==> src/rtl/txring_pkg.sv <==
package txring_pkg;

    localparam int WORD_W     = 32;
    localparam int DESC_BYTES = 16;
    localparam int LEN_W      = 14;

    // word 0 flag positions (software visible)
    localparam int B_OWN   = 31;
    localparam int B_FIRST = 29;
    localparam int B_LAST  = 28;
    localparam int B_EOR   = 15;
    // word 1 request positions
    localparam int B_FRM_IRQ = 31;
    localparam int B_BUF_IRQ = 30;

    typedef enum logic [2:0] {
        ST_IDLE,
        ST_DESC,
        ST_CTRL,
        ST_BPTR,
        ST_FETCH,
        ST_EMIT,
        ST_CLOSE,
        ST_WBACK
    } walk_st_t;

    typedef struct packed {
        logic             own;
        logic             first;
        logic             last;
        logic             eor;
        logic [LEN_W-1:0] len;
    } ctl_word_t;

    function automatic ctl_word_t split_ctl(input logic [WORD_W-1:0] w);
        ctl_word_t c;
        c.own   = w[B_OWN];
        c.first = w[B_FIRST];
        c.last  = w[B_LAST];
        c.eor   = w[B_EOR];
        c.len   = w[LEN_W-1:0];
        return c;
    endfunction

    // bytes of a fragment that still fit under the frame cap
    function automatic logic [LEN_W-1:0] fit_len(input logic [LEN_W-1:0] len,
                                                 input logic [LEN_W-1:0] used,
                                                 input logic [LEN_W-1:0] cap);
        logic [LEN_W-1:0] room;
        room = (used >= cap) ? '0 : cap - used;
        return (len > room) ? room : len;
    endfunction

endpackage

==> src/rtl/txring_outbuf.sv <==
module txring_outbuf (
    input  logic       clk,
    input  logic       rst,
    input  logic       push_v,
    input  logic [7:0] push_d,
    input  logic       flush,
    output logic       out_valid,
    output logic [7:0] out_data,
    output logic       out_last
);
    // one byte is held back so the end-of-frame marker can be attached
    // even when the closing fragment contributes no bytes
    logic       hold_v;
    logic [7:0] hold_d;

    always_ff @(posedge clk) begin
        if (rst) begin
            hold_v    <= 1'b0;
            hold_d    <= '0;
            out_valid <= 1'b0;
            out_data  <= '0;
            out_last  <= 1'b0;
        end else begin
            out_valid <= 1'b0;
            out_last  <= 1'b0;
            if (push_v) begin
                if (hold_v) begin
                    out_valid <= 1'b1;
                    out_data  <= hold_d;
                end
                hold_d <= push_d;
                hold_v <= 1'b1;
            end else if (flush && hold_v) begin
                out_valid <= 1'b1;
                out_last  <= 1'b1;
                out_data  <= hold_d;
                hold_v    <= 1'b0;
            end
        end
    end
endmodule

==> src/rtl/txring_walker.sv <==
module txring_walker
    import txring_pkg::*;
#(
    parameter int AW        = 32,
    parameter int STD_MAX   = 1522,
    parameter int JUMBO_MAX = 9220
) (
    input  logic              clk,
    input  logic              rst,
    input  logic              dma_en,
    input  logic              poll,
    input  logic              base_wr,
    input  logic [AW-1:0]     base_in,
    input  logic              jumbo,
    output logic              mem_req,
    output logic              mem_we,
    output logic [AW-1:0]     mem_addr,
    output logic [WORD_W-1:0] mem_wdata,
    input  logic              mem_ack,
    input  logic [WORD_W-1:0] mem_rdata,
    output logic              push_v,
    output logic [7:0]        push_d,
    output logic              flush,
    output logic              irq_frame_done,
    output logic              irq_buf_fetched,
    output logic              irq_no_desc,
    output logic              busy
);
    localparam logic [AW-1:0]    STEP      = AW'(DESC_BYTES);
    localparam logic [AW-1:0]    OFS_CTRL  = AW'(4);
    localparam logic [AW-1:0]    OFS_BPTR  = AW'(12);
    localparam logic [AW-1:0]    OFS_WORD  = AW'(WORD_W / 8);
    localparam logic [AW-1:0]    ALIGN_MSK = ~AW'(WORD_W / 8 - 1);
    localparam logic [LEN_W-1:0] CAP_STD   = LEN_W'(STD_MAX);
    localparam logic [LEN_W-1:0] CAP_JUMBO = LEN_W'(JUMBO_MAX);

    walk_st_t          st;
    logic [AW-1:0]     cur, base, bptr;
    logic [WORD_W-1:0] w0, word;
    logic              frm_req, buf_req, seeking;
    logic [LEN_W-1:0]  left, used;
    logic [1:0]        lane;

    ctl_word_t         cw, rw;
    logic [LEN_W-1:0]  cap, take;
    logic              skip, stop;

    assign cw   = split_ctl(w0);
    assign rw   = split_ctl(mem_rdata);
    assign cap  = jumbo ? CAP_JUMBO : CAP_STD;
    assign take = fit_len(cw.len, used, cap);
    assign skip = seeking && !(rw.first || rw.eor);
    assign stop = (st == ST_DESC) && mem_ack && !skip && !rw.own;

    assign busy   = (st != ST_IDLE);
    assign push_v = (st == ST_EMIT);
    assign push_d = 8'(word >> (8 * lane));
    assign flush  = ((st == ST_CLOSE) && cw.last) || stop;

    always_comb begin
        mem_req   = 1'b0;
        mem_we    = 1'b0;
        mem_addr  = cur;
        mem_wdata = w0 & ~(WORD_W'(1) << B_OWN);
        unique case (st)
            ST_DESC:  mem_req = 1'b1;
            ST_CTRL: begin
                mem_req  = 1'b1;
                mem_addr = cur + OFS_CTRL;
            end
            ST_BPTR: begin
                mem_req  = 1'b1;
                mem_addr = cur + OFS_BPTR;
            end
            ST_FETCH: begin
                mem_req  = 1'b1;
                mem_addr = bptr;
            end
            ST_WBACK: begin
                mem_req = 1'b1;
                mem_we  = 1'b1;
            end
            default: ;
        endcase
    end

    always_ff @(posedge clk) begin
        if (rst) begin
            st              <= ST_IDLE;
            cur             <= '0;
            base            <= '0;
            bptr            <= '0;
            w0              <= '0;
            word            <= '0;
            frm_req         <= 1'b0;
            buf_req         <= 1'b0;
            seeking         <= 1'b0;
            left            <= '0;
            used            <= '0;
            lane            <= '0;
            irq_frame_done  <= 1'b0;
            irq_buf_fetched <= 1'b0;
            irq_no_desc     <= 1'b0;
        end else begin
            irq_frame_done  <= 1'b0;
            irq_buf_fetched <= 1'b0;
            irq_no_desc     <= 1'b0;
            unique case (st)
                ST_IDLE: begin
                    if (base_wr) begin
                        base <= base_in;
                        cur  <= base_in;
                    end
                    if (poll && dma_en) begin
                        seeking <= 1'b1;
                        used    <= '0;
                        st      <= ST_DESC;
                    end
                end
                ST_DESC: if (mem_ack) begin
                    w0 <= mem_rdata;
                    if (skip) begin
                        cur <= cur + STEP;
                    end else if (!rw.own) begin
                        irq_no_desc <= 1'b1;
                        seeking     <= 1'b0;
                        used        <= '0;
                        st          <= ST_IDLE;
                    end else begin
                        seeking <= 1'b0;
                        st      <= ST_CTRL;
                    end
                end
                ST_CTRL: if (mem_ack) begin
                    frm_req <= mem_rdata[B_FRM_IRQ];
                    buf_req <= mem_rdata[B_BUF_IRQ];
                    st      <= ST_BPTR;
                end
                ST_BPTR: if (mem_ack) begin
                    bptr <= AW'(mem_rdata) & ALIGN_MSK;
                    left <= take;
                    used <= used + take;
                    lane <= '0;
                    st   <= (take == '0) ? ST_CLOSE : ST_FETCH;
                end
                ST_FETCH: if (mem_ack) begin
                    word <= mem_rdata;
                    bptr <= bptr + OFS_WORD;
                    st   <= ST_EMIT;
                end
                ST_EMIT: begin
                    left <= left - 1'b1;
                    lane <= lane + 1'b1;
                    if (left == LEN_W'(1))
                        st <= ST_CLOSE;
                    else if (lane == 2'd3)
                        st <= ST_FETCH;
                end
                ST_CLOSE: begin
                    if (cw.last)
                        used <= '0;
                    st <= ST_WBACK;
                end
                ST_WBACK: if (mem_ack) begin
                    irq_frame_done  <= cw.last && frm_req;
                    irq_buf_fetched <= buf_req;
                    cur             <= cw.eor ? base : cur + STEP;
                    st              <= ST_DESC;
                end
                default: st <= ST_IDLE;
            endcase
        end
    end
endmodule

==> src/rtl/txring_engine.sv <==
module txring_engine
    import txring_pkg::*;
#(
    parameter int AW        = 32,
    parameter int STD_MAX   = 1522,
    parameter int JUMBO_MAX = 9220
) (
    input  logic              clk,
    input  logic              rst,
    input  logic              dma_en,
    input  logic              poll,
    input  logic              base_wr,
    input  logic [AW-1:0]     base_in,
    input  logic              jumbo,
    output logic              mem_req,
    output logic              mem_we,
    output logic [AW-1:0]     mem_addr,
    output logic [WORD_W-1:0] mem_wdata,
    input  logic              mem_ack,
    input  logic [WORD_W-1:0] mem_rdata,
    output logic              out_valid,
    output logic [7:0]        out_data,
    output logic              out_last,
    output logic              irq_frame_done,
    output logic              irq_buf_fetched,
    output logic              irq_no_desc,
    output logic              busy
);
    logic       push_v;
    logic [7:0] push_d;
    logic       flush;

    txring_walker #(
        .AW(AW), .STD_MAX(STD_MAX), .JUMBO_MAX(JUMBO_MAX)
    ) u_walk (
        .clk(clk), .rst(rst), .dma_en(dma_en), .poll(poll),
        .base_wr(base_wr), .base_in(base_in), .jumbo(jumbo),
        .mem_req(mem_req), .mem_we(mem_we), .mem_addr(mem_addr),
        .mem_wdata(mem_wdata), .mem_ack(mem_ack), .mem_rdata(mem_rdata),
        .push_v(push_v), .push_d(push_d), .flush(flush),
        .irq_frame_done(irq_frame_done), .irq_buf_fetched(irq_buf_fetched),
        .irq_no_desc(irq_no_desc), .busy(busy)
    );

    txring_outbuf u_out (
        .clk(clk), .rst(rst), .push_v(push_v), .push_d(push_d),
        .flush(flush), .out_valid(out_valid), .out_data(out_data),
        .out_last(out_last)
    );
endmodule

==> config.mk <==
export PLATFORM = sky130hd
export DESIGN_NAME = txring_engine
export DESIGN_NICKNAME = d
export VERILOG_FILES = /design/src/rtl/txring_pkg.sv /design/src/rtl/txring_outbuf.sv /design/src/rtl/txring_walker.sv /design/src/rtl/txring_engine.sv
export SDC_FILE = /design/constraint.sdc
export NUM_CORES = 1
export LEC_CHECK = 0
export BUFFER_PORTS_ARGS = -buffer_cell sky130_fd_sc_hd__buf_4
export CAP_MARGIN = 20
export CELL_PAD_IN_SITES_DETAIL_PLACEMENT = 1
export CELL_PAD_IN_SITES_GLOBAL_PLACEMENT = 2
export CORE_ASPECT_RATIO = 2
export CORE_MARGIN = 3
export CORE_UTILIZATION = 31
export CTS_CLUSTER_DIAMETER = 80
export DETAILED_ROUTE_END_ITERATION = 10
export GPL_TIMING_DRIVEN = 0
export PLACE_DENSITY_LB_ADDON = 0.1
export RECOVER_POWER = 100
export SETUP_SLACK_MARGIN = 0.4
export SYNTH_ARGS = -nofsm -noshare
export SYNTH_HDL_FRONTEND = slang
export SYNTH_SLANG_ARGS = --single-unit
export TNS_END_PERCENT = 5
==> constraint.sdc <==
create_clock -name clk -period 6.4 [get_ports clk]
set_clock_uncertainty 0.2 [all_clocks]
set_input_delay 0.64 -clock clk [delete_from_list [all_inputs] [get_ports clk]]
set_output_delay 0.64 -clock clk [all_outputs]
set_load 0.01 [all_outputs]
=== Yosys cells after proc, flatten, opt, wreduce, memory -nomap -nowiden ===
Index checks and enable logic that the tools add are counted.

* Output and inout port bits: 80
* Input bits: 71
* Register bits after elaboration: 217

* Add/subtract/negate cells: 8
* Multiplexer cells: 51
* Bitwise operators: 3
* Equal/unequal tests: 22
* $lt $le $gt $ge: 2
* Shift-type cells: 1
* Reductions and logical operators: 37

{| class="wikitable"
|+ Operators with widths
! kind !! count
|-
| 2-to-1 mux 32 bit || 7
|-
| case mux 32 bit (3 select lines) || 2
|-
| 2-to-1 mux 14 bit || 10
|-
| adder 32 x 3 -> 32 bit, second input constant || 2
|-
| case mux 32 bit (2 select lines) || 1
|-
| case mux 14 bit (4 select lines) || 1
|-
| adder 32 x 4 -> 32 bit, second input constant || 1
|-
| adder 32 x 5 -> 32 bit, second input constant || 1
|-
| >> shifter 32 x 5 -> 8 bit || 1
|-
| case mux 14 bit (2 select lines) || 1
|-
| 2-to-1 mux 3 bit || 9
|-
| 2-to-1 mux 8 bit || 3
|-
| case mux 3 bit (8 select lines) || 1
|-
| != test 2 bit, second input constant || 8
|-
| adder 14 bit || 1
|-
| equality test 14 x 1 -> 1 bit, second input constant || 1
|-
| >= comparator 14 bit || 1
|-
| > comparator 14 bit || 1
|-
| zero test 14 bit || 1
|-
| subtractor 14 x 1 -> 14 bit, second input constant || 1
|-
| subtractor 14 bit || 1
|-
| equality test 3 bit, second input constant || 4
|-
| AND reduction 2 bit || 6
|-
| 2-to-1 mux 1 bit || 11
|-
| other kinds (26) || 48
|}

=== Depth between registers and ports, before layout ===
Gate-level depths: netlist of run 1.

* Word-level depth: 10
* Mapped depth: 27
* Mapped depth without buffers: 24

=== Modules after synthesis ===
From an unflattened synthesis of run 1, not the netlist that was laid out.

* Cell total of the unflattened synthesis: 1728
* Area, all modules: 12948.7 µm²

{| class="wikitable"
|+ By module, submodules not included
! module !! area an instance (µm²) !! cells an instance !! seq. area each (µm²) !! instances
|-
| txring_walker || 12194.2 || 1658 || 3923.8 || 1
|-
| txring_outbuf || 754.5 || 70 || 380.4 || 1
|}

=== Worst setup path after synthesis of run 1 ===
No wires, ideal clock.

* Path kind: in2reg
* From: input jumbo
* To: register u_walk.used[13]
* Slack: -174 ps
* Stages on the path: 26
* Buffers on the path: 4
* Arrival time: 6316 ps
* Data required time: 6142 ps
* Cells stage by stage: inv_1 > ha_1 > a211oi_1 > o311ai_1 > o211ai_1 > or2_1 > buf_4 > or2_2 > ha_1 > nand4_1 > or4_4 > o31ai_4 > buf_4 > buf_2 > buf_2 > nand2_1 > o21ai_1 > ha_1 > a211o_1 > a2111oi_0 > nor3_1 > a221o_1 > a211oi_1 > o21ai_1 > a2111oi_1 > a211o_1

* Cells in the longest elaborated chain, start to end: 8

{| class="wikitable"
|+ Ends and longest elaborated chain
! what !! RTL line !! source
|-
| start: declaration || txring_engine.sv:14 || <nowiki>input logic jumbo,</nowiki>
|-
| 2-to-1 mux 14 bit * || txring_walker.sv:50 || <nowiki>assign cap = jumbo ? CAP_JUMBO : CAP_STD;</nowiki>
|-
| subtractor 14 bit / >= comparator 14 bit (equally long branches) || txring_pkg.sv:50 || <nowiki>room = (used >= cap) ? '0 : cap - used;</nowiki>
|-
| 2-to-1 mux 14 bit * || txring_pkg.sv:50 ||
|-
| > comparator 14 bit || txring_pkg.sv:51 || <nowiki>return (len > room) ? room : len;</nowiki>
|-
| 2-to-1 mux 14 bit * || txring_pkg.sv:51 ||
|-
| adder 14 bit * || txring_walker.sv:142 || <nowiki>used <= used + take;</nowiki>
|-
| 2-to-1 mux 14 bit * || txring_walker.sv:139 || <nowiki>ST_BPTR: if (mem_ack) begin</nowiki>
|-
| case mux 14 bit (4 select lines) * || txring_walker.sv:108 || <nowiki>unique case (st)</nowiki>
|-
| end signal: assignment || txring_walker.sv:142 ||
|-
| end: declaration || txring_walker.sv:41 || <nowiki>logic [LEN_W-1:0] left, used;</nowiki>
|}

Mark *: on every way between the ends. The rest lies on a longest branch, timed or not. The select of a mux whose other input is x is not followed.
A chain may end at the register's enable or synchronous reset.

=== Final worst setup path of run 1 ===
* From: register u_walk.used[13]
* To: register u_walk.used[13]

* Cells in the longest elaborated chain, start to end: 7

{| class="wikitable"
|+ Ends and longest elaborated chain
! what !! RTL line
|-
| subtractor 14 bit / >= comparator 14 bit (equally long branches) || txring_pkg.sv:50
|-
| 2-to-1 mux 14 bit || txring_pkg.sv:50
|-
| > comparator 14 bit || txring_pkg.sv:51
|-
| 2-to-1 mux 14 bit || txring_pkg.sv:51
|-
| adder 14 bit * || txring_walker.sv:142
|-
| 2-to-1 mux 14 bit * || txring_walker.sv:139
|-
| case mux 14 bit (4 select lines) * || txring_walker.sv:108
|}

Marks and branches as above.

==> flow_metrics.py, run 1 <==
metrics = {
    "status": {
        "status": "finished, final reports clean",
    },
    "pwr": {
        "p_int_mw": 2.37,
        "leakagePower_nw": 5.69,
        "power.switching_mw": 0.965,
        "seqPwrFrac_pct": 42.3,
        "p_comb_share_pct": 14.8,
        "switching_share_pct": 28.9,
        "ir_worst_vdd_uv": 170,
        "p_clk_share_pct": 42.9,
        "power_density_nw_per_um2": 211,
    },
    "clocking": {
        "h-tree-depth": 1,
        "cts_root_buf": "clkbuf_16",
        "clk_pin_slew_worst_paths_ps": 70,
        "hold_buffers": 0,
        "clk_path_buf_depth": 3,
        "cts.sinks": 215,
        "cts_made_buffers": 23,
        "clk_latency_ps": 550,
        "cts_tree": "done",
    },
    "synth": {
        "avgSynthCellArea_sq_um": 7.42,
        "synthFlopType": "dfxtp_1",
        "seq_area_frac_synth_pct": 34.1,
        "synth-seq-cells": 215,
        "yosysWarnings": 0,
        "syn_area_sq_um": 12600,
        "async_flop_share_pct": 0,
        "synth_fp_nets": 1816,
        "synth_edf_count": 0,
        "syn_inst": 1699,
        "yosys.cell_types.count": 81,
    },
    "final_layout": {
        "n_antenna_cell": 0,
        "final_cell_area_sq_um": 15800,
        "layout.nets": 2026,
        "stdcell_count": 2449,
        "drive_above_1_share_pct": 13.7,
        "final_util_pct": 39.6,
        "layout-area-overhead-vs-synth_pct": 25.1,
        "nFillCells": 4900,
    },
    "sta": {
        "finalWorstSetupSlack_ps": 132,
        "whs_ps": 142,
        "hold_viol": 0,
        "period_share_pct": 97.9,
        "rsz0062_at_grt": "yes",
        "setup_viol_count_final": 0,
        "max_freq_mhz": 160,
        "relSlewSlack_pct": 19.5,
        "period_minus_slack_ps": 6270,
        "drv_slew": 0,
        "tightestPinTransition_ps": 1210,
    },
    "route": {
        "drt-wirelength-per-cell_um": 25.7,
        "wirelength_um": 62800,
        "vias_per_cell": 5.71,
        "num_vias": 14000,
        "drt_iter0_drc": 644,
        "postRouteAntennaNets": 0,
        "drt-pass1-iter-count": 5,
        "post-route-drc-count": 0,
    },
    "global_route": {
        "globalRouteOverflowTotal": 0,
        "grt_pass1_wl_um": 91800,
        "grt_max_degree": 15,
        "antenna_found_initial": 0,
        "grt_pass1_vias": 14700,
        "track_usage_pct": 27.9,
    },
    "critical_path": {
        "path_class": "reg -> reg",
        "rrSetupSlack_ps": 130,
        "crit_fanout": 6,
        "worstPathRequired_ps": 6630,
        "critPathSlowestCell": "o31ai_1",
        "reg2reg_depth": 23,
        "crit_path_start_kind": "register",
        "crit_chain": "inv_4 -> ha_4 -> or3b_4 -> nand2b_1 -> o211ai_1 -> or2_1 -> buf_6 -> a21o_1 -> ha_4 -> nand4_1 -> buf_4 -> a2111oi_4 -> o31ai_4 -> buf_6 -> buf_8 -> o31ai_1 -> ha_1 -> and4_1 -> a221o_1 -> a211oi_2 -> o21ai_1 -> and2_1 -> a211o_1",
        "cpPeakStageDelay_ps": 810,
        "cp-end-kind": "register",
        "crit_arrival_ps": 6500,
        "timing.rr.start": "u_walk.used[13]$_SDFFE_PP0P_",
        "setup.worst_path.end": "u_walk.used[13]$_SDFFE_PP0P_",
        "crit_start": "u_walk.used[13]$_SDFFE_PP0P_",
        "timing.rr.end": "u_walk.used[13]$_SDFFE_PP0P_",
    },
    "floorplan": {
        "fp.dieArea_sq_um": 43300,
        "die_y_um": 291,
        "die_w_um": 149,
        "ioPinCount": 151,
        "initial_core_util_pct": 31.7,
        "core_sq_um": 39800,
        "std_cell_rows": 103,
    },
    "flow_run": {
        "cap_violations": 0,
    },
    "hold_path": {
        "hold_class": "in -> reg",
        "hp-start": "base_in[10]",
    },
    "placed_design": {
        "port_buffers": 148,
        "dpl-instance-area_sq_um": 14500,
        "place_ws_ps": -1080,
        "gp_congestion": 0.950,
        "place_hpwl_um": 50300,
        "dpl.cell_count": 2373,
    },
}
[per-stage QoR]
step           TNS (ps)  power, mW
5_1_grt           -53.0       3.45
2_1_floorplan         0       1.66
4_1_cts               0       3.35
3_3_place_gp      -5100       1.88
3_5_place_dp      -5550       1.89
6_report              0       3.33
[placed cells by master, fill, tap and decap left out, types with 6 or more instances in the layout]
cell | synthesis | final
inv_1 | 32 | 27
clkbuf_16 | 0 | 23
a211oi_1 | 19 | 16
or4_1 | 7 | 7
xor2_1 | 7 | 6
a221o_1 | 16 | 16
a221oi_1 | 6 | 6
and4_1 | 8 | 8
xnor2_1 | 14 | 14
a22oi_1 | 34 | 34
clkbuf_1 | 110 | 165
o211ai_1 | 25 | 25
buf_4 | 3 | 134
a21o_1 | 9 | 9
nor3_1 | 34 | 33
nor2_1 | 144 | 142
and3_1 | 22 | 22
nand3b_1 | 8 | 8
ha_1 | 43 | 27
a222oi_1 | 11 | 11
nand2_1 | 344 | 342
a21oi_1 | 214 | 210
mux4_2 | 8 | 8
o31ai_1 | 8 | 6
nand3_1 | 47 | 47
nor2b_1 | 11 | 11
nand2b_1 | 10 | 10
and2_1 | 15 | 11
o21ai_0 | 92 | 98
o311ai_0 | 13 | 13
nor4_1 | 9 | 9
nand4_1 | 12 | 12
nor3b_1 | 7 | 7
ha_4 | 0 | 15
dfxtp_1 | 215 | 208
a31oi_1 | 21 | 19
mux2i_1 | 14 | 13
or3_1 | 6 | 6
and2_0 | 2 | 6
[synthesized netlist by cell type, types with 6 or more instances]
cell type	number	share of area (%)
and4_1	8	0.56
a221o_1	16	1.3
or3_1	6	0.30
o31ai_1	8	0.48
a221oi_1	6	0.42
mux2i_1	14	1.1
nand2_1	344	10
a21o_1	9	0.54
nand2b_1	10	0.50
nand4_1	12	0.60
mux4_2	8	1.4
a31oi_1	21	1.0
ha_1	43	4.3
nand3_1	47	1.9
xnor2_1	14	0.97
o21ai_1	15	0.60
a222oi_1	11	0.87
a22oi_1	34	2.0
inv_1	32	0.95
nor3b_1	7	0.42
and3_1	22	1.1
nand3b_1	8	0.48
nor4_1	9	0.45
nor2_1	144	4.3
a21oi_1	214	8.5
a211oi_1	19	1.1
o21ai_0	92	3.7
and2_1	15	0.74
o211ai_1	25	1.5
dfxtp_1	215	34
o311ai_0	13	0.90
nor2b_1	11	0.55
or4_1	7	0.42
xor2_1	7	0.49
nor3_1	34	1.3
clkbuf_1	110	3.3
[state kept, by name (all words and copies together), names as in the netlist, 14 cells and up]
name and count:
u_walk.base 32, u_walk.cur 32, u_walk.word 32, u_walk.w0 31, u_walk.bptr 30, u_walk.left 14, u_walk.used 14
[worst max-delay path, delay by kind of cell, from the launching register on]
family                   cells  cell delay [ps]
adder cells (fa/ha/maj)      3              990
buffers and inverters        5              640
flip-flops                   1              360
AND/OR/NAND/NOR              6             1350
AO/OA/AOI/OAI                9             2600
[power groups by stage]
stage	clock, mW	combinational [mW]	sequential [mW]
after floorplan	0	0.237	1.43
after global placement	0	0.442	1.44
after detailed placement	0	0.450	1.44
after CTS	1.46	0.487	1.41
after global routing	1.51	0.530	1.41
final	1.43	0.493	1.41
[repair_timing]
item | 4_1_cts | 5_1_grt
pin swaps | 29 | 34
cloned | 0 | 0
gates resized for setup | 53 | 22
endpoints found under the setup margin | 9 | 5
endpoints found under the hold margin | 0 | 0
setup buffers | 24 | 12
[worst min path at each step]
stage,to,cells after the start,slack (ps)
final,u_walk.base[10]$_SDFFE_PP0P_,3,140
after global routing,u_walk.base[7]$_SDFFE_PP0P_,3,140
after CTS,u_walk.base[11]$_SDFFE_PP0P_,3,120
after detailed placement,u_walk.irq_buf_fetched$_SDFF_PP0_,2,240
after global placement,u_walk.irq_buf_fetched$_SDFF_PP0_,2,240
after floorplan,u_walk.irq_buf_fetched$_SDFF_PP0_,2,210
[cells by family (layout without fill, tap and decap cells)]
group / after synthesis / after routing / synth area share, %
muxes: 24 / 24 / 2.72
and+or+nand+nor: 713 / 713 / 26.1
DFF: 215 / 215 / 34.1
adders and majority gates: 46 / 46 / 4.74
buffers and inverters: 151 / 376 / 4.61
xor gates and xnor gates: 21 / 21 / 1.46
other: 1 / 1 / 0.0297
AOI/OAI and AO/OA: 528 / 528 / 26.2
[routing by layer]
metal / up-vias / share of wire (%) / GRT usage, %
li1: 6530 / - / -
met1: 6929 / 33 / 25.5
met2: 375 / 57 / 57.4
met3: 141 / 3.2 / 2.83
met4: 0 / 6.5 / 15.4
met5: - / 0 / 0
[area by class of cell]
cell class	count	area, sq um	share of cell area [%]
Multi-Input combinational cell	1333	8180	51.8
Sequential cell	215	4320	27.4
Timing Repair Buffer	185	1240	7.86
Tap cell	525	657	4.16
Clock buffer	30	622	3.94
Buffer	119	488	3.09
Clock inverter	10	143	0.904
Inverter	32	126	0.801
Note: power is estimated with default switching activity, not from simulation.
==> inputs of run 2 (changes only) <==
==> constraint.sdc (replaced) <==
create_clock -name clk -period 6.4 [get_ports clk]
set_clock_uncertainty 0.2 [all_clocks]
set_input_delay 0.32 -clock clk [delete_from_list [all_inputs] [get_ports clk]]
set_output_delay 0.32 -clock clk [all_outputs]
set_load 0.01 [all_outputs]
==> run 2 against run 1 <==
Compared with the run above:
- die area unchanged
- first-iteration DRC count down 17%
- global-route usage is 0.26 points higher
- wire length fell by 0.22%
- clock power up 10%
- worst setup slack improved by 75 ps
- register-to-register slack better by 70 ps
- fmax grew 1.2%
- sequential power about the same
- power grew 5.5%
- non-clock buffer count increased by 59
- sequential cell count unchanged
- critical path type unchanged
- largest power group unchanged
==> flow_metrics.py, run 2 (synthesis gave the netlist of run 1 again) <==
metrics = {
    "clocking": {
        "cts_tree": "done",
        "clk_pin_slew_worst_paths_ps": 70,
        "h-tree-depth": 1,
        "cts_made_buffers": 23,
        "cts_root_buf": "clkbuf_16",
        "cts.sinks": 215,
        "clk_path_buf_depth": 3,
        "clk_latency_ps": 560,
    },
    "sta": {
        "drv_slew": 0,
        "period_minus_slack_ps": 6190,
        "max_freq_mhz": 161,
        "whs_ps": 51.5,
        "relSlewSlack_pct": 12.4,
        "tightestPinTransition_ps": 1300,
        "rsz0062_at_grt": "yes",
        "setup_viol_count_final": 0,
        "period_share_pct": 96.8,
        "hold_viol": 0,
    },
    "final_layout": {
        "layout-area-overhead-vs-synth_pct": 30.9,
        "final_common_cell": "nand2_1",
        "top_regs": "u_walk.base (32), u_walk.cur (32), u_walk.word (32)",
        "drive_above_1_share_pct": 13.5,
        "nFillCells": 4895,
        "layout_common_cells": "338 x nand2_1, 210 x a21oi_1, 208 x dfxtp_1, 162 x clkbuf_1, 143 x nor2_1",
        "layout.nets": 2085,
        "n_antenna_cell": 0,
    },
    "pwr": {
        "ir_worst_vdd_uv": 171,
        "power_density_nw_per_um2": 213,
        "leakagePower_nw": 6.00,
        "total_power_mw": 3.52,
    },
    "critical_path": {
        "crit_path_start_kind": "register",
        "cp-end-kind": "register",
        "crit_fanout": 8,
        "rrSetupSlack_ps": 210,
        "crit_buf_inv": 7,
        "critPathSlowestCell": "or4_4",
        "timing.rr.start": "u_walk.used[13]$_SDFFE_PP0P_",
        "reg2reg_depth": 28,
        "crit_arrival_ps": 6430,
        "timing.rr.end": "u_walk.used[13]$_SDFFE_PP0P_",
        "cpPeakStageDelay_ps": 550,
        "critPathTopFamily": "compound AO/OA/AOI/OAI gates",
        "worstPathRequired_ps": 6640,
        "path_class": "reg -> reg",
    },
    "floorplan": {
        "core_sq_um": 39800,
        "fp.dieArea_sq_um": 43300,
        "initial_core_util_pct": 31.7,
        "std_cell_rows": 103,
        "ioPinCount": 151,
        "die_w_um": 149,
        "die_y_um": 291,
    },
    "status": {
        "status": "finished, final reports clean",
    },
    "global_route": {
        "grt_pass1_wl_um": 92900,
        "antenna_found_initial": 0,
        "track_usage_pct": 28.2,
        "globalRouteOverflowTotal": 0,
        "grt_max_degree": 16,
        "grt_pass1_vias": 14800,
    },
    "hold_path": {
        "whs_endpoint": "u_walk.st[1]$_SDFFE_PP0P_",
        "min_path_cells": 5,
        "hold_class": "in -> reg",
        "hp-start": "rst",
    },
    "route": {
        "drt_iter0_drc": 537,
        "drt-pass1-iter-count": 5,
        "postRouteAntennaNets": 0,
        "wirelength_um": 62700,
        "drt-wirelength-per-cell_um": 25.0,
        "vias_per_cell": 5.60,
        "num_vias": 14000,
        "post-route-drc-count": 0,
    },
    "flow_run": {
        "cap_violations": 0,
    },
    "placed_design": {
        "place_hpwl_um": 49900,
        "port_buffers": 148,
        "gp_congestion": 0.933,
    },
}
run 2: how the worst max path moves through the flow:
stage,startpoint,to,slack [ps],cells after the start
detailed placement,jumbo,u_walk.used[13]$_SDFFE_PP0P_,-850,26
global placement,jumbo,u_walk.used[13]$_SDFFE_PP0P_,-770,26
CTS,u_walk.used[2]$_SDFFE_PP0P_,u_walk.used[13]$_SDFFE_PP0P_,220,25
global route,u_walk.used[13]$_SDFFE_PP0P_,u_walk.used[13]$_SDFFE_PP0P_,10,28
finish,u_walk.used[13]$_SDFFE_PP0P_,u_walk.used[13]$_SDFFE_PP0P_,210,28
floorplan,jumbo,u_walk.used[13]$_SDFFE_PP0P_,400,24
run 2: stage by stage:
step | utilization (%) | setup TNS [ps] | setup slack, ps | std cells | area [sq um]
6_report | 41.4 | 0 | 207 | 2510 | 16500
5_1_grt | 41.4 | 0 | 11.6 | 2510 | 16500
4_1_cts | 41.4 | 0 | 223 | 2506 | 16500
3_5_place_dp | 36.3 | -3960 | -851 | 2373 | 14500
3_3_place_gp | 36.3 | -3340 | -772 | 2372 | 14500
2_1_floorplan | - | 0 | 405 | 1699 | 12700
run 2: layout make-up:
class	count	area [sq um]	area share, %
plain buffers	119	488	2.96
clock buffers	30	662	4.01
clock inverters	12	210	1.27
inverters	32	126	0.766
multi-input cells	1333	8210	49.8
flip-flops and latches	215	4320	26.2
well taps	525	657	3.98
repair buffers	244	1830	11.1
run 2: layer usage:
| metal | vias to the layer above | wire length (um) | GRT usage, % |
|---|---|---|---|
| li1 | 6682 | - | - |
| met3 | 148 | 1940 | 2.62 |
| met1 | 6863 | 21200 | 26.5 |
| met4 | 0 | 4220 | 15.8 |
| met5 | - | 0 | 0 |
| met2 | 355 | 35300 | 57.1 |
run 2: tightest hold or removal path: cells and delay by family:
| family | cells | cell delay [ps] |
|---|---|---|
| simple gates | 2 | 180 |
| compound gates | 2 | 150 |
| buf+inv | 1 | 100 |
run 2: report_power, final:
part           switching, mW  total (mW)  internal [mW]
sequential            0.0393        1.41           1.37
clock                  0.643        1.58          0.939
combinational          0.312       0.524          0.212
total                  0.994        3.52           2.52
run 2: timing repair:
action,CTS,global route
hold endpoints to repair,150,0
hold buffers,64,0
endpoints found under the setup margin,9,5
resized for setup,62,29
setup buffers,27,4
gates cloned,0,0
pin swaps,32,15
==> inputs of run 3 (changes only) <==
ABC_AREA = 1   (was unset)
CORE_UTILIZATION = 29   (was 31)
==> run 3 against run 2 <==
Compared with the run above:
- register-to-register slack improved by 330 ps
- cell count rose by 15%
- synthesized area rose by 6.3%
- global-route usage rose by 1.2 points
- wire length rose by 17%
- worst setup slack improved by 330 ps
- non-clock buffer count fell by 57
==> flow_metrics.py, run 3 <==
metrics = {
    "hold_path": {
        "whs_endpoint": "u_walk.word[15]$_SDFFE_PP0P_",
        "min_path_cells": 3,
        "hp-start": "mem_rdata[15]",
        "hold_class": "in -> reg",
    },
    "critical_path": {
        "timing.rr.start": "u_walk.used[2]$_SDFFE_PP0P_",
        "crit_path_start_kind": "register",
        "rrSetupSlack_ps": 540,
        "reg2reg_depth": 29,
        "timing.rr.end": "u_walk.used[12]$_SDFFE_PP0P_",
        "path_class": "reg -> reg",
        "critPathSlowestCell": "o21ai_0",
        "cpPeakStageDelay_ps": 870,
        "worstPathRequired_ps": 6670,
        "crit_start": "u_walk.used[2]$_SDFFE_PP0P_",
        "cp_common_cell": "nand2_1",
        "cp-end-kind": "register",
        "crit_arrival_ps": 6130,
        "crit_fanout": 7,
    },
    "synth": {
        "synth.top_cell.area_share_pct": 32.1,
        "synth-seq-cells": 215,
        "avgSynthCellArea_sq_um": 6.45,
        "yosys.cell_types.count": 57,
        "yosys.cell_count.top_type": "nand2_1",
        "synth_commonest_cells": "436 x nand2_1, 255 x inv_1, 226 x nor2_1",
        "seq_area_frac_synth_pct": 32.1,
        "yosysWarnings": 0,
        "synthFlopType": "dfxtp_1",
        "async_flop_share_pct": 0,
        "syn_inst": 2077,
        "ys_top_cells_by_area": "dfxtp_1 32%, nand2_1 12%, o21ai_0 8.3%",
        "synth_area_leader_cell": "dfxtp_1",
        "synth_fp_nets": 2194,
        "synth_edf_count": 0,
        "syn_area_sq_um": 13400,
    },
    "route": {
        "vias_per_cell": 5.35,
        "post-route-drc-count": 0,
        "drt_iter0_drc": 614,
        "num_vias": 15400,
        "drt-wirelength-per-cell_um": 25.3,
        "postRouteAntennaNets": 0,
        "wirelength_um": 73000,
        "drt-pass1-iter-count": 5,
    },
    "final_layout": {
        "drive_above_1_share_pct": 7.65,
        "layout_common_cells": "440 x nand2_1, 262 x inv_1, 235 x nor2_1, 222 x o21ai_0, 215 x dfxtp_1",
        "layout-area-overhead-vs-synth_pct": 21.7,
        "final_common_cell": "nand2_1",
        "layout.nets": 2432,
        "top_regs": "u_walk.base (32), u_walk.cur (32), u_walk.word (32)",
        "nFillCells": 5887,
    },
    "pwr": {
        "power_density_nw_per_um2": 401,
        "ir_worst_vdd_uv": 312,
        "leakagePower_nw": 6.74,
    },
    "clocking": {
        "clk_latency_ps": 560,
        "h-tree-depth": 1,
        "clk_path_buf_depth": 3,
        "cts_made_buffers": 24,
        "cts_setup_buffers": 0,
        "clk_pin_slew_worst_paths_ps": 70,
        "cts_root_buf": "clkbuf_16",
        "cts_tree": "done",
        "cts.sinks": 215,
    },
    "floorplan": {
        "die_y_um": 310,
        "core_sq_um": 45400,
        "die_w_um": 158,
        "ioPinCount": 151,
        "initial_core_util_pct": 29.5,
        "fp.dieArea_sq_um": 49000,
        "std_cell_rows": 110,
    },
    "global_route": {
        "top_usage_layer": "met2",
        "grt_use_met2_pct": 59.7,
        "grt.met3_usage_pct": 2.95,
        "grt_pass1_wl_um": 105000,
        "antenna_found_initial": 1,
        "track_usage_pct": 29.4,
        "grt_max_degree": 13,
        "grt_pass1_vias": 16400,
        "globalRouteOverflowTotal": 0,
        "met1_usage_pct": 25.7,
    },
    "sta": {
        "tns_ps": 0,
        "max_freq_mhz": 171,
        "drv_slew": 0,
        "period_minus_slack_ps": 5860,
        "tightestPinTransition_ps": 1450,
        "hold_viol": 0,
        "relSlewSlack_pct": 2.18,
        "finalWorstSetupSlack_ps": 536,
        "setup_viol_count_final": 0,
        "rsz0062_at_grt": "yes",
        "period_share_pct": 91.6,
    },
    "placed_design": {
        "place_hpwl_um": 61000,
        "place_ws_ps": 130,
        "port_buffers": 147,
        "gp_congestion": 1.05,
    },
    "flow_run": {
        "cap_violations": 0,
    },
    "status": {
        "status": "finished, final reports clean",
    },
}
run 3: changes by cell type after synthesis, moves of 22 or more:
| cell | delta |
|---|---|
| nor2_1 | +82 |
| clkbuf_1 | -44 |
| and3_1 | -22 |
| a21oi_1 | -34 |
| a22oi_1 | -34 |
| nand3_1 | +72 |
| inv_1 | +223 |
| nand2_1 | +92 |
| o21ai_0 | +130 |
run 3: logic make-up after synthesis:
kind of cell	synth area share, %
AO/OA/AOI/OAI	23.3
XOR/XNOR	1.24
adder cells (fa/ha/maj)	4.46
buffers and inverters	10.6
flip-flops	32.1
other	0.0280
AND/OR/NAND/NOR	28.2
run 3: area by class of cell:
type | count | area (sq um) | area share [%]
inverter | 269 | 1010 | 6.20
sequential | 215 | 4300 | 26.4
multi-input combinational | 1499 | 7640 | 46.8
clock buffer | 32 | 671 | 4.11
antenna | 1 | 2.50 | 0.0153
buffer | 94 | 394 | 2.42
clock inverter | 7 | 103 | 0.629
timing repair buffer | 212 | 1490 | 9.13
tap | 560 | 701 | 4.29
run 3: metal layers:
metal | share of wire (%) | wire [um] | up-vias
met1 | 32 | 23200 | 7511
met2 | 57 | 41300 | 372
met5 | 0 | 0 | -
met3 | 2.9 | 2100 | 178
met4 | 8.8 | 6410 | 0
li1 | - | - | 7383
run 3: power by group:
| part | internal [mW] | switching (mW) | leakage (nW) |
|---|---|---|---|
| clock network | 0.814 | 0.625 | 0.376 |
| registers | 1.64 | 0.355 | 1.75 |
| logic | 0.876 | 2.23 | 4.61 |
| total | 3.33 | 3.21 | 6.74 |
run 3: repair_timing:
item                                    in CTS  in global routing
endpoints found under the setup margin       1                  4
hold endpoints to repair                   138                  0
hold buffers                                64                  0
gates resized for setup                      2                  5
run 3: through the flow:
| step | total power, mW | hold slack (ps) | utilization [%] | area (sq um) | instances |
|---|---|---|---|---|---|
| CTS | 6.74 | 8.59 | 36.6 | 16600 | 2888 |
| global placement | 5.20 | 233 | 33.5 | 15200 | 2784 |
| detailed placement | 5.25 | 241 | 33.5 | 15200 | 2785 |
| finish | 6.54 | 34.8 | 35.9 | 16300 | 2889 |
| global route | 6.94 | 17.9 | 35.9 | 16300 | 2888 |
| floorplan | 3.70 | 205 | - | 13400 | 2077 |
run 3: worst max path at each step:
| stage | endpoint | slack, ps | cells after the start |
|---|---|---|---|
| floorplan | u_walk.used[12]$_SDFFE_PP0P_ | 1860 | 32 |
| global placement | u_walk.used[12]$_SDFFE_PP0P_ | 160 | 30 |
| detailed placement | u_walk.used[12]$_SDFFE_PP0P_ | 130 | 30 |
| CTS | u_walk.used[12]$_SDFFE_PP0P_ | 530 | 31 |
| global route | u_walk.used[11]$_SDFFE_PP0P_ | 190 | 33 |
| finish | u_walk.used[12]$_SDFFE_PP0P_ | 540 | 29 |
run 3: critical path: cells and delay by family, from the launching register on:
family	cells	cell delay [ps]
compound gates	11	2280
fa+ha+maj	3	1050
buf+inv	3	400
flops	1	390
simple gates	12	1440
